<file path="config.mk">
export PLATFORM = sky130hd
export DESIGN_NAME = irq_enable_agg
export DESIGN_NICKNAME = d
export VERILOG_FILES = /design/src/rtl/irqagg_pkg.sv /design/src/rtl/irqagg_cmd_decode.sv /design/src/rtl/irqagg_enable_reg.sv /design/src/rtl/irqagg_status_reg.sv /design/src/rtl/irqagg_irq_gen.sv /design/src/rtl/irq_enable_agg.sv
export SDC_FILE = /design/constraint.sdc
export NUM_CORES = 1
export LEC_CHECK = 0
export BUFFER_PORTS_ARGS = -buffer_cell sky130_fd_sc_hd__clkbuf_2
export CAP_MARGIN = 20
export CORE_MARGIN = 1
export CORE_UTILIZATION = 38
export CTS_CLUSTER_SIZE = 30
export DETAILED_ROUTE_END_ITERATION = 10
export HOLD_SLACK_MARGIN = 0.02
export PLACE_DENSITY = 0.85
export SLEW_MARGIN = 5
export SYNTH_ARGS = -nofsm -noshare
export SYNTH_HDL_FRONTEND = slang
export SYNTH_SLANG_ARGS = --single-unit
</file>
<file path="constraint.sdc">
create_clock -name clk -period 1.7 [get_ports clk]
set_input_delay 0 -clock clk [delete_from_list [all_inputs] [get_ports clk]]
set_output_delay 0 -clock clk [all_outputs]
set_load 0.01 [all_outputs]
</file>
<file path="src/rtl/irqagg_pkg.sv">
// Package: shared constants and types for the interrupt enable and
// aggregation unit. Assumes a 32-bit register word and 8-bit command codes.
package irqagg_pkg;
    localparam int DATA_W  = 32;
    localparam int CODE_W  = 8;
    localparam int MIE_POS = 31;

    // Event positions that exist: 0, 2, 3, 4, 5, 6
    localparam logic [DATA_W-1:0] EVENT_BITS  = 32'h0000_007D;
    localparam logic [DATA_W-1:0] ENABLE_BITS = EVENT_BITS | (32'h1 << MIE_POS);

    localparam logic [CODE_W-1:0] OP_EN_READ  = 8'h04;
    localparam logic [CODE_W-1:0] OP_EN_SET   = 8'h84;
    localparam logic [CODE_W-1:0] OP_EN_CLEAR = 8'h85;
    localparam logic [CODE_W-1:0] OP_ST_READ  = 8'h03;
    localparam logic [CODE_W-1:0] OP_ST_W1C   = 8'h83;

    typedef struct packed {
        logic en_read;
        logic en_set;
        logic en_clear;
        logic st_read;
        logic st_w1c;
    } op_sel_t;
endpackage

</file>
<file path="src/rtl/irqagg_cmd_decode.sv">
// Module: turns a command code into one-hot operation strobes.
// Assumes the code is only meaningful while cmd_valid is high; unknown
// codes produce no strobe.
module irqagg_cmd_decode
    import irqagg_pkg::*;
#(
    parameter int CW = CODE_W
) (
    input  logic          cmd_valid,
    input  logic [CW-1:0] cmd_code,
    output op_sel_t       sel
);
    // Purpose: compare the code against each supported operation.
    always_comb begin
        sel          = '0;
        sel.en_read  = cmd_valid && (cmd_code == OP_EN_READ);
        sel.en_set   = cmd_valid && (cmd_code == OP_EN_SET);
        sel.en_clear = cmd_valid && (cmd_code == OP_EN_CLEAR);
        sel.st_read  = cmd_valid && (cmd_code == OP_ST_READ);
        sel.st_w1c   = cmd_valid && (cmd_code == OP_ST_W1C);
    end
endmodule

</file>
<file path="src/rtl/irqagg_enable_reg.sv">
// Module: enable register with separate set-by-ones and clear-by-ones paths.
// Assumes set and clear never strobe in the same cycle, since the decoder
// makes them one-hot. Bits outside MASK stay 0.
module irqagg_enable_reg #(
    parameter int          W    = 32,
    parameter logic [W-1:0] MASK = '1
) (
    input  logic         clk,
    input  logic         rst_n,
    input  logic         do_set,
    input  logic         do_clear,
    input  logic [W-1:0] wdata,
    output logic [W-1:0] en_q
);
    logic [W-1:0] set_vec;
    logic [W-1:0] clr_vec;
    logic [W-1:0] en_d;

    // Purpose: form the masked set and clear vectors and the next value.
    always_comb begin
        set_vec = do_set   ? (wdata & MASK) : '0;
        clr_vec = do_clear ? (wdata & MASK) : '0;
        en_d    = (en_q | set_vec) & ~clr_vec & MASK;
    end

    // Purpose: hold the enable bits; synchronous reset to all zero.
    always_ff @(posedge clk) begin
        if (!rst_n) en_q <= '0;
        else        en_q <= en_d;
    end
endmodule

</file>
<file path="src/rtl/irqagg_status_reg.sv">
// Module: per-bit status latches set by event pulses and cleared by
// write-one-to-clear. A set wins over a clear in the same cycle.
// Assumes pulses are synchronous to clk. Only positions in MASK exist.
module irqagg_status_reg #(
    parameter int           W    = 32,
    parameter logic [W-1:0] MASK = '1
) (
    input  logic         clk,
    input  logic         rst_n,
    input  logic         do_w1c,
    input  logic [W-1:0] wdata,
    input  logic [W-1:0] evt,
    output logic [W-1:0] st_q
);
    logic [W-1:0] st_d;

    // Purpose: apply the clear first, then the event, so that the event wins.
    always_comb begin
        st_d = st_q;
        if (do_w1c) st_d = st_d & ~wdata;
        st_d = (st_d | evt) & MASK;
    end

    // Purpose: one status flop per position; positions outside MASK are tied off.
    for (genvar i = 0; i < W; i++) begin : g_bit
        if (MASK[i]) begin : g_live
            always_ff @(posedge clk) begin
                if (!rst_n) st_q[i] <= 1'b0;
                else        st_q[i] <= st_d[i];
            end
        end else begin : g_tied
            assign st_q[i] = 1'b0;
        end
    end
endmodule

</file>
<file path="src/rtl/irqagg_irq_gen.sv">
// Module: registered interrupt request from status, per-event enables and
// the master enable. Assumes the status has no bit at the master position.
module irqagg_irq_gen #(
    parameter int           W       = 32,
    parameter int           MIE_BIT = 31,
    parameter logic [W-1:0] EV_MASK = '1
) (
    input  logic         clk,
    input  logic         rst_n,
    input  logic [W-1:0] st,
    input  logic [W-1:0] en,
    output logic         irq_q
);
    logic any_hit;
    logic irq_d;

    // Purpose: detect an enabled pending event, gated by the master bit.
    always_comb begin
        any_hit = |(st & en & EV_MASK);
        irq_d   = any_hit && en[MIE_BIT];
    end

    // Purpose: register the request so it is a clean level.
    always_ff @(posedge clk) begin
        if (!rst_n) irq_q <= 1'b0;
        else        irq_q <= irq_d;
    end
endmodule

</file>
<file path="src/rtl/irq_enable_agg.sv">
// Module: top of the interrupt enable and aggregation unit. Decodes the
// commands, holds the enable and status registers, returns registered read
// data and drives the interrupt request. Assumes at most one command per cycle.
module irq_enable_agg
    import irqagg_pkg::*;
#(
    parameter int           W       = DATA_W,
    parameter int           CW      = CODE_W,
    parameter int           MIE_BIT = MIE_POS,
    parameter logic [W-1:0] EV_MASK = EVENT_BITS,
    parameter logic [W-1:0] EN_MASK = ENABLE_BITS
) (
    input  logic          clk,
    input  logic          rst_n,
    input  logic          cmd_valid,
    input  logic [CW-1:0] cmd_code,
    input  logic [W-1:0]  cmd_wdata,
    input  logic [W-1:0]  evt_pulse,
    output logic [W-1:0]  rd_data,
    output logic          rd_valid,
    output logic          irq_req
);
    op_sel_t      sel;
    logic [W-1:0] en_q;
    logic [W-1:0] st_q;
    logic [W-1:0] rd_d;

    irqagg_cmd_decode #(.CW(CW)) u_dec (
        .cmd_valid (cmd_valid),
        .cmd_code  (cmd_code),
        .sel       (sel)
    );

    irqagg_enable_reg #(.W(W), .MASK(EN_MASK)) u_en (
        .clk      (clk),
        .rst_n    (rst_n),
        .do_set   (sel.en_set),
        .do_clear (sel.en_clear),
        .wdata    (cmd_wdata),
        .en_q     (en_q)
    );

    irqagg_status_reg #(.W(W), .MASK(EV_MASK)) u_st (
        .clk    (clk),
        .rst_n  (rst_n),
        .do_w1c (sel.st_w1c),
        .wdata  (cmd_wdata),
        .evt    (evt_pulse),
        .st_q   (st_q)
    );

    irqagg_irq_gen #(.W(W), .MIE_BIT(MIE_BIT), .EV_MASK(EV_MASK)) u_irq (
        .clk   (clk),
        .rst_n (rst_n),
        .st    (st_q),
        .en    (en_q),
        .irq_q (irq_req)
    );

    // Purpose: select the register that a read command names.
    always_comb begin
        if (sel.en_read)      rd_d = en_q;
        else if (sel.st_read) rd_d = st_q;
        else                  rd_d = '0;
    end

    // Purpose: register the read result and its valid flag.
    always_ff @(posedge clk) begin
        if (!rst_n) begin
            rd_data  <= '0;
            rd_valid <= 1'b0;
        end else begin
            rd_data  <= rd_d;
            rd_valid <= sel.en_read | sel.st_read;
        end
    end
endmodule

</file>
==> results of run 1 <==
==> worst paths after layout <==
kind,startpoint,endpoint,slack (ps)
hold reg to reg,u_en.en_q[31],rd_data[31],440
setup reg to reg,u_st.st_q[0],u_st.st_q[0],360
setup / recovery,cmd_code[6],u_st.st_q[0],350
hold / removal,cmd_code[7],u_en.en_q[6],70
==> routing by layer <==
metal	GRT usage, %	wire [microns]	vias to the layer above
li1	-	-	461
met1	17.47	924	409
met2	25.65	1014	48
met3	2.093	122	5
met4	6.429	38	0
met5	0	0	-
==> worst reg2reg max path, delay by kind of cell, from the launching register on <==
family | cells | cell delay, ps
DFF | 1 | 380
AOI/OAI and AO/OA | 2 | 320
buffers and inverters | 1 | 590
==> per-stage QoR <==
stage          util, %  power, mW  worst slack [ps]  instances  hold slack (ps)
6_report         49.70     0.9545             350.6        195            72.45
5_1_grt          49.70      1.001             344.7        195            76.03
4_1_cts          49.70     0.9515             436.8        195            68.99
3_5_place_dp     43.62     0.6474             646.5        178            236.6
3_3_place_gp     43.62     0.6456             669.9        178            230.2
2_1_floorplan        -     0.6449             746.6        142            121.1
==> logic make-up after synthesis <==
family | count (synthesis) | share of synthesized area, %
buffers and inverters | 35 | 21.00
flip-flops | 22 | 40.18
other | 1 | 0.3421
AO/OA/AOI/OAI | 22 | 14.27
multiplexers | 7 | 6.393
AND/OR/NAND/NOR | 31 | 17.81
==> power groups by stage <==
stage,registers [mW],logic [mW],clock network [mW]
after floorplan,0.543,0.102,0
after global placement,0.545,0.100,0
after detailed placement,0.546,0.102,0
after CTS,0.534,0.128,0.289
after global routing,0.536,0.142,0.323
final,0.535,0.131,0.289
==> placed cells by master, fill, tap and decap left out <==
cell                             n
sky130_fd_sc_hd__dfxtp_1        22
sky130_fd_sc_hd__conb_1         25
sky130_fd_sc_hd__nor2_1          9
sky130_fd_sc_hd__nand4_1         7
sky130_fd_sc_hd__nand2_1         8
sky130_fd_sc_hd__o21ai_0         6
sky130_fd_sc_hd__buf_4           2
sky130_fd_sc_hd__clkbuf_2       32
sky130_fd_sc_hd__a31oi_1         1
sky130_fd_sc_hd__inv_1           6
sky130_fd_sc_hd__mux2i_1         7
sky130_fd_sc_hd__nor4b_2         1
sky130_fd_sc_hd__clkbuf_4        3
sky130_fd_sc_hd__and2_0          1
sky130_fd_sc_hd__a41oi_1         6
sky130_fd_sc_hd__dlygate4sd3_1  13
sky130_fd_sc_hd__clkbuf_8        1
sky130_fd_sc_hd__and4bb_2        1
sky130_fd_sc_hd__nand3b_2        1
sky130_fd_sc_hd__nor3b_2         1
sky130_fd_sc_hd__nor4b_4         1
sky130_fd_sc_hd__a22oi_1         9
sky130_fd_sc_hd__nand2b_1        1
==> what timing repair did <==
action                    in CTS  in global routing
hold buffers                  13                  0
setup buffers                  0                  0
resized for setup              0                  0
hold endpoints to repair      13                  0
==> cell type report <==
class / count / area, sq um
fill: 259 / 1375
multi-input combinational: 85 / 515.5
sequential: 22 / 440.4
timing repair buffer: 47 / 305.3
tap: 31 / 38.79
clock buffer: 4 / 36.28
inverter: 6 / 22.52
==> sequential cells by signal (all words and copies together), names as in the netlist <==
signal	cells
rd_data	7
u_en.en_q	7
u_st.st_q	6
rd_valid	1
u_irq.irq_q	1
==> synthesized netlist by cell type, types with 2 or more instances <==
cell type and count:
sky130_fd_sc_hd__a41oi_1 6, sky130_fd_sc_hd__buf_4 26, sky130_fd_sc_hd__nor2_1 9, sky130_fd_sc_hd__dfxtp_1 22, sky130_fd_sc_hd__inv_1 6, sky130_fd_sc_hd__nand4_1 7
sky130_fd_sc_hd__nand2_1 8, sky130_fd_sc_hd__o21ai_0 6, sky130_fd_sc_hd__mux2i_1 7, sky130_fd_sc_hd__clkbuf_1 2, sky130_fd_sc_hd__a22oi_1 9
==> impl_summary.txt, run 1 <==
----------------------------------------------------
[Worst setup path]
  Data arrival time of the critical path ... roughly 1600 ps
  Worst Setup Start Kind ... input pin
  Largest stage delay on the critical path ... roughly 600 ps
  Critical path, cell by cell ... clkbuf_2 > nor4b_4 > and2_0 > a41oi_1 > dlygate4sd3_1
  Slowest cell on crit path ... sky130_fd_sc_hd__dlygate4sd3_1
  Category of the critical setup timing path ... input pin to flip-flop
  Crit path capture type ... flip-flop
  Worst path required time ... approximately 1900 ps
  Number of cells on the worst reg-to-reg path ... 3
  Top delay family on crit path ... buffers and inverters
  Crit path depth ... 5
  CP max FO ... 6
  Buffers plus inverters on the worst setup path ... 2

[Power and ir drop]
  Power density normalized to cell area ... 702.5 mW/mm^2
  Power dissipated by switching net loads ... between 200 and 250 uW
  Switching power as a share of total power ... about a quarter
  Sequential fraction of design power ... between 50% and 60%
  Proportion of power drawn by combinational gates ... between 10% and 20%
  Internal power summed over all cells ... 715.8 uW
  Peak supply drop ... 0.0004572 V
  Part of the total power dissipated in the clock network ... between 30% and 40%
  Total leakage power ... ~0.64 nW

[Global routing]
  Number of global-route vias before repair ... ~840
  First-pass GRT wire length ... roughly 3600 microns
  Antenna violations before repair ... 0
  Overall routing resource usage ... 14.55%
  Total overflow reported by the global router ... 0
  Pin count of the biggest net entering global routing ... 16

[Layout]
  Nets ... 240
  Area grow syn2layout ... 23.97%
  Fraction of layout cells with a size suffix above 1 ... about a quarter
  Number of inserted diodes ... 0
  Summed area of non-filler cells in the final layout ... between 0.001 and 0.0015 sq mm

[Route]
  Via total after detailed routing ... 923
  Total wire length ... roughly 2100 microns
  Post-DRT Antenna Nets ... 0
  Average routed wire per standard cell ... between 10 and 15 microns
  Number of detailed-routing iterations run before antenna repair ... 4
  Iter 0 DRT Violations ... 14
  DRC Markers ... 0
  Post-DR vias/cell ... between 4 and 5

[Place]
  HPWL after detailed placement ... between 1000 and 1500 microns
  Area after detailed placement ... between 0.001 and 0.0015 sq mm
  RD Place Congestion ... roughly 0.75
  Port Buf Inserts ... 32

[Synthesis]
  EDFF count, synth ... 0
  Sequential share of the synthesized area ... about two fifths
  Synth Flop Type ... sky130_fd_sc_hd__dfxtp_1
  Share of the synthesized area in the top cell type ... between 40% and 50%
  Number of library cell types mapped by synthesis ... 21
  Synth warnings ... 0
  Asr flop ratio synth ... 0%
  Number of instances in the synthesized netlist ... roughly 120
  FF+latch count, synth ... 22
  Post-synthesis cell type with the largest combined area ... sky130_fd_sc_hd__dfxtp_1
  Synthesized area divided by synthesized cell count ... slightly above 9 sq um
  Cell types with the largest area share after synthesis ... sky130_fd_sc_hd__dfxtp_1 (40%), sky130_fd_sc_hd__buf_4 (18%), sky130_fd_sc_hd__mux2i_1 (6.4%)
  Mapped cell area ... between 0.001 and 0.0015 sq mm

[Clock network]
  Number of buffers added by the clock tree synthesis step ... 3
  Clock-pin slew reported for the worst setup and hold paths after clock tree synthesis ... 120 ps
  Insertion delay to the later sink of the worst-skew pair ... a little over 300 ps
  Clock tree root driver cell ... sky130_fd_sc_hd__clkbuf_4
  Clk sinks ... 22
  Maximum number of buffers from clock root to sink ... 2
  Clock tree from TritonCTS ... built
  H-tree depth reported by CTS ... 1

[Floorplanning]
  Count of boundary I/O pins ... roughly 110
  Die extent in x ... roughly 56 microns
  Floorplan die area ... between 0.003 and 0.004 sq mm
  Core footprint ... 0.002734 sq mm
  Initial cell density of the core ... ~40%
  Standard-cell row count ... 19
  Die H ... about 56 microns

[Timing]
  Total negative slack ... 0 ps
  Final period demand of the worst path ... between 1000 and 1500 ps
  Clock skew ... between 2 and 2.5 ps
  RSZ-0062 raised after global routing ... no
  Final count of negative-setup-slack endpoints ... 0
  Hold Violations, Final ... 0
  Period utilisation layout ... 79.37%
  Maximum clock rate ... 741.1 MHz
  Final number of max-transition violations ... 0

[Status]
  Outcome ... finished clean

[Min path]
  Worst min-delay path class ... input pin to flip-flop
  Hold Path Depth ... 3

[Run]
  Total of max-cap violations ... 0

----------------------------------------------------
(Power assumes the default switching activity.)
==> run 2: changes to the inputs <==
--- a/config.mk
+++ b/config.mk
@@ -5,6 +5,7 @@
 export SDC_FILE = /design/constraint.sdc
 export NUM_CORES = 1
 export LEC_CHECK = 0
+export ABC_AREA = 1
 export BUFFER_PORTS_ARGS = -buffer_cell sky130_fd_sc_hd__clkbuf_2
 export CAP_MARGIN = 20
 export CORE_MARGIN = 1
@@ -12,7 +13,7 @@
 export CTS_CLUSTER_SIZE = 30
 export DETAILED_ROUTE_END_ITERATION = 10
 export HOLD_SLACK_MARGIN = 0.02
-export PLACE_DENSITY = 0.85
+export PLACE_DENSITY = 0.8
 export SLEW_MARGIN = 5
 export SYNTH_ARGS = -nofsm -noshare
 export SYNTH_HDL_FRONTEND = slang
==> constraint.sdc (replaced) <==
create_clock -name clk -period 1.3 [get_ports clk]
set_input_delay 0 -clock clk [delete_from_list [all_inputs] [get_ports clk]]
set_output_delay 0 -clock clk [all_outputs]
set_load 0.01 [all_outputs]
==> run 2 against run 1 <==
Against the previous run: utilization increased by 0.74 points; register-to-register slack got worse by 240 ps; cell count increased by 35%; largest cell class unchanged; sequential power increased by 30%; critical path type unchanged; critical endpoint unchanged; clock skew increased by 1.5 ps; highest routed layer unchanged; critical path depth increased by 1; synthesized cell count increased by 44%.
==> impl_summary.txt, run 2 <==
----------------------------------------------------
[Power and ir drop]
  Proportion of power drawn by combinational gates ... roughly 17%
  Sequential fraction of design power ... between 50 and 60%
  Switching power as a share of total power ... a little over a quarter
  Power dissipated by switching net loads ... roughly 320 uW
  Power density normalized to cell area ... 771.7 mW/mm^2
  Part of the total power dissipated in the clock network ... approximately a quarter
  Total leakage power ... 0.7613 nW
  Internal power summed over all cells ... 880.9 uW
  Peak supply drop ... 0.0002952 V

[Route]
  Post-DR vias/cell ... 4.354
  Via total after detailed routing ... around 1100
  Number of detailed-routing iterations run before antenna repair ... 4
  Total wire length ... approximately 2400 microns
  Average routed wire per standard cell ... 8.981 microns
  Iter 0 DRT Violations ... 35
  Post-DRT Antenna Nets ... 0
  DRC Markers ... 0

[Worst setup path]
  Data arrival time of the critical path ... between 1000 and 1500 ps
  Worst Setup Start Kind ... input pin
  Largest stage delay on the critical path ... approximately 580 ps
  Category of the critical setup timing path ... input pin to flip-flop
  Critical path, cell by cell ... dlygate4sd3_1 > clkbuf_2 > nand3_1 > nand2_1 > a21oi_1 > dlygate4sd3_1
  Dominant cell type by count on the critical path ... sky130_fd_sc_hd__dlygate4sd3_1
  CP max FO ... 3
  Worst path required time ... about 1500 ps
  Slowest cell on crit path ... sky130_fd_sc_hd__dlygate4sd3_1
  Crit path capture type ... flip-flop

[Layout]
  Nets ... 296
  Area grow syn2layout ... 23.98%
  Final std cells w/o fill ... 263
  Number of inserted diodes ... 0
  Largest registers ... rd_data (7), u_en.en_q (7), u_st.st_q (6)
  Fraction of layout cells with a size suffix above 1 ... 21.46%
  Most frequent standard cell in the layout excluding fill and tap cells ... sky130_fd_sc_hd__clkbuf_2
  Commonest cells after routing, fill and taps aside ... sky130_fd_sc_hd__clkbuf_2 (32), sky130_fd_sc_hd__nand2_1 (26), sky130_fd_sc_hd__nand3_1 (26), sky130_fd_sc_hd__conb_1 (25), sky130_fd_sc_hd__inv_1 (23)

[Timing]
  Final count of negative-setup-slack endpoints ... 0
  Hold Violations, Final ... 0
  Final number of max-transition violations ... 0
  Total negative slack ... 0 ps
  RSZ-0062 raised after global routing ... no
  Clock skew ... 3.805 ps
  Period utilisation layout ... 93.61%
  Final period demand of the worst path ... approximately 1200 ps
  Maximum clock rate ... roughly 820 MHz

[Synthesis]
  Share of the synthesized area in the top cell type ... between 30% and 40%
  FF+latch count, synth ... 22
  Synthesized area divided by synthesized cell count ... 7.367 sq um
  Synth Flop Type ... sky130_fd_sc_hd__dfxtp_1
  Sequential share of the synthesized area ... between 30% and 40%
  Number of library cell types mapped by synthesis ... 21
  Asr flop ratio synth ... 0%
  Most frequent cells after synthesis ... sky130_fd_sc_hd__nand2_1 (26), sky130_fd_sc_hd__nand3_1 (26), sky130_fd_sc_hd__buf_4 (25)
  Post-synthesis cell type with the largest combined area ... sky130_fd_sc_hd__dfxtp_1
  Mapped cell area ... roughly 0.0013 sq mm
  EDFF count, synth ... 0
  Synth warnings ... 0
  Number of instances in the synthesized netlist ... 170
  Cell types with the largest area share after synthesis ... sky130_fd_sc_hd__dfxtp_1 (35%), sky130_fd_sc_hd__buf_4 (15%), sky130_fd_sc_hd__nand3_1 (10%)

[Clock network]
  H-tree depth reported by CTS ... 1
  Maximum number of buffers from clock root to sink ... 2
  Clock tree from TritonCTS ... built
  Number of buffers added by the clock tree synthesis step ... 3
  Clock-pin slew reported for the worst setup and hold paths after clock tree synthesis ... ~110 ps
  Clock tree root driver cell ... sky130_fd_sc_hd__clkbuf_4
  Clk sinks ... 22
  Insertion delay to the later sink of the worst-skew pair ... about 300 ps
  Post-CTS Setup Bufs ... 0

[Global routing]
  Total overflow reported by the global router ... 0
  Antenna violations before repair ... 0
  Pin count of the biggest net entering global routing ... 21
  GR Layer Usage met3 ... under 10%
  Met1 Resource Use GR ... a little under a fifth
  Number of global-route vias before repair ... between 900 and 1000
  Routing usage on met2 ... 24.08%
  First-pass GRT wire length ... roughly 3900 microns
  Overall routing resource usage ... between 10% and 20%
  Layer carrying the most global-route usage ... met2

[Floorplanning]
  Core footprint ... a little over 0.003 sq mm
  Die H ... between 50 and 60 microns
  Standard-cell row count ... 20
  Initial cell density of the core ... 40.69%
  Count of boundary I/O pins ... about 110
  Floorplan die area ... 0.003530 sq mm
  Die extent in x ... 59.41 microns

[Place]
  RD Place Congestion ... ~0.79
  HPWL after detailed placement ... around 1600 microns
  Total instance count after detailed placement ... around 240
  Port Buf Inserts ... 32

[Run]
  Total of max-cap violations ... 0

[Status]
  Outcome ... finished clean

[Min path]
  Worst min-delay path class ... input pin to flip-flop

----------------------------------------------------
run 2: metal layers:
| layer | up-vias | wire (microns) |
|---|---|---|
| met5 | - | 0 |
| met4 | 0 | 40 |
| met3 | 5 | 123 |
| met2 | 46 | 1108 |
| met1 | 510 | 1090 |
| li1 | 584 | - |
run 2: area by class of cell:
| class | count | area [sq um] |
|---|---|---|
| tap | 44 | 55.05 |
| timing repair buffer | 53 | 365.4 |
| fill | 322 | 1525 |
| sequential | 22 | 440.4 |
| inverter | 25 | 95.09 |
| multi-input combinational | 116 | 574.3 |
| clock buffer | 3 | 22.52 |
run 2: cells by family after synthesis:
logic type	after synthesis	synth area share, %
AO/OA/AOI/OAI	23	9.891
buffers and inverters	56	26.37
flip-flops	22	35.16
other	1	0.2994
AND/OR/NAND/NOR	68	28.27
run 2: power by group through the flow:
stage	registers [mW]	logic, mW	clock network (mW)
global route	0.698	0.225	0.333
detailed placement	0.712	0.156	0
finish	0.697	0.201	0.300
CTS	0.697	0.199	0.306
global placement	0.712	0.153	0
floorplan	0.710	0.159	0
run 2: stage by stage:
step | hold WS [ps] | area, sq um | total power [mW] | utilization [%] | setup WS, ps
5_1_grt | 51.92 | 1553 | 1.256 | 50.45 | 16.51
2_1_floorplan | 134.0 | 1343 | 0.8691 | - | 528.8
4_1_cts | 21.65 | 1550 | 1.202 | 50.37 | 76.52
3_3_place_gp | 225.0 | 1338 | 0.8646 | 43.46 | 303.0
3_5_place_dp | 224.6 | 1338 | 0.8678 | 43.46 | 297.8
6_report | 21.94 | 1553 | 1.198 | 50.45 | 83.07
run 2: final timing paths:
kind	startpoint	end	slack, ps	depth (start not counted)
max	cmd_wdata[0]	u_st.st_q[0]	80	6
min	rst_n	u_en.en_q[3]	20	3
max reg2reg	u_st.st_q[0]	u_st.st_q[0]	120	3
min reg2reg	u_en.en_q[31]	u_en.en_q[31]	450	2
run 2: critical path: cells and delay by family:
| family | cells | cell delay [ps] |
|---|---|---|
| buf+inv | 3 | 1220 |
| simple gates | 2 | 140 |
| compound gates | 1 | 50 |
run 2: what timing repair did:
action / 4_1_cts / 5_1_grt
gates resized for setup: 0 / 1
setup endpoints to repair: 0 / 3
endpoints found under the hold margin: 13 / 0
hold buffers: 19 / 0
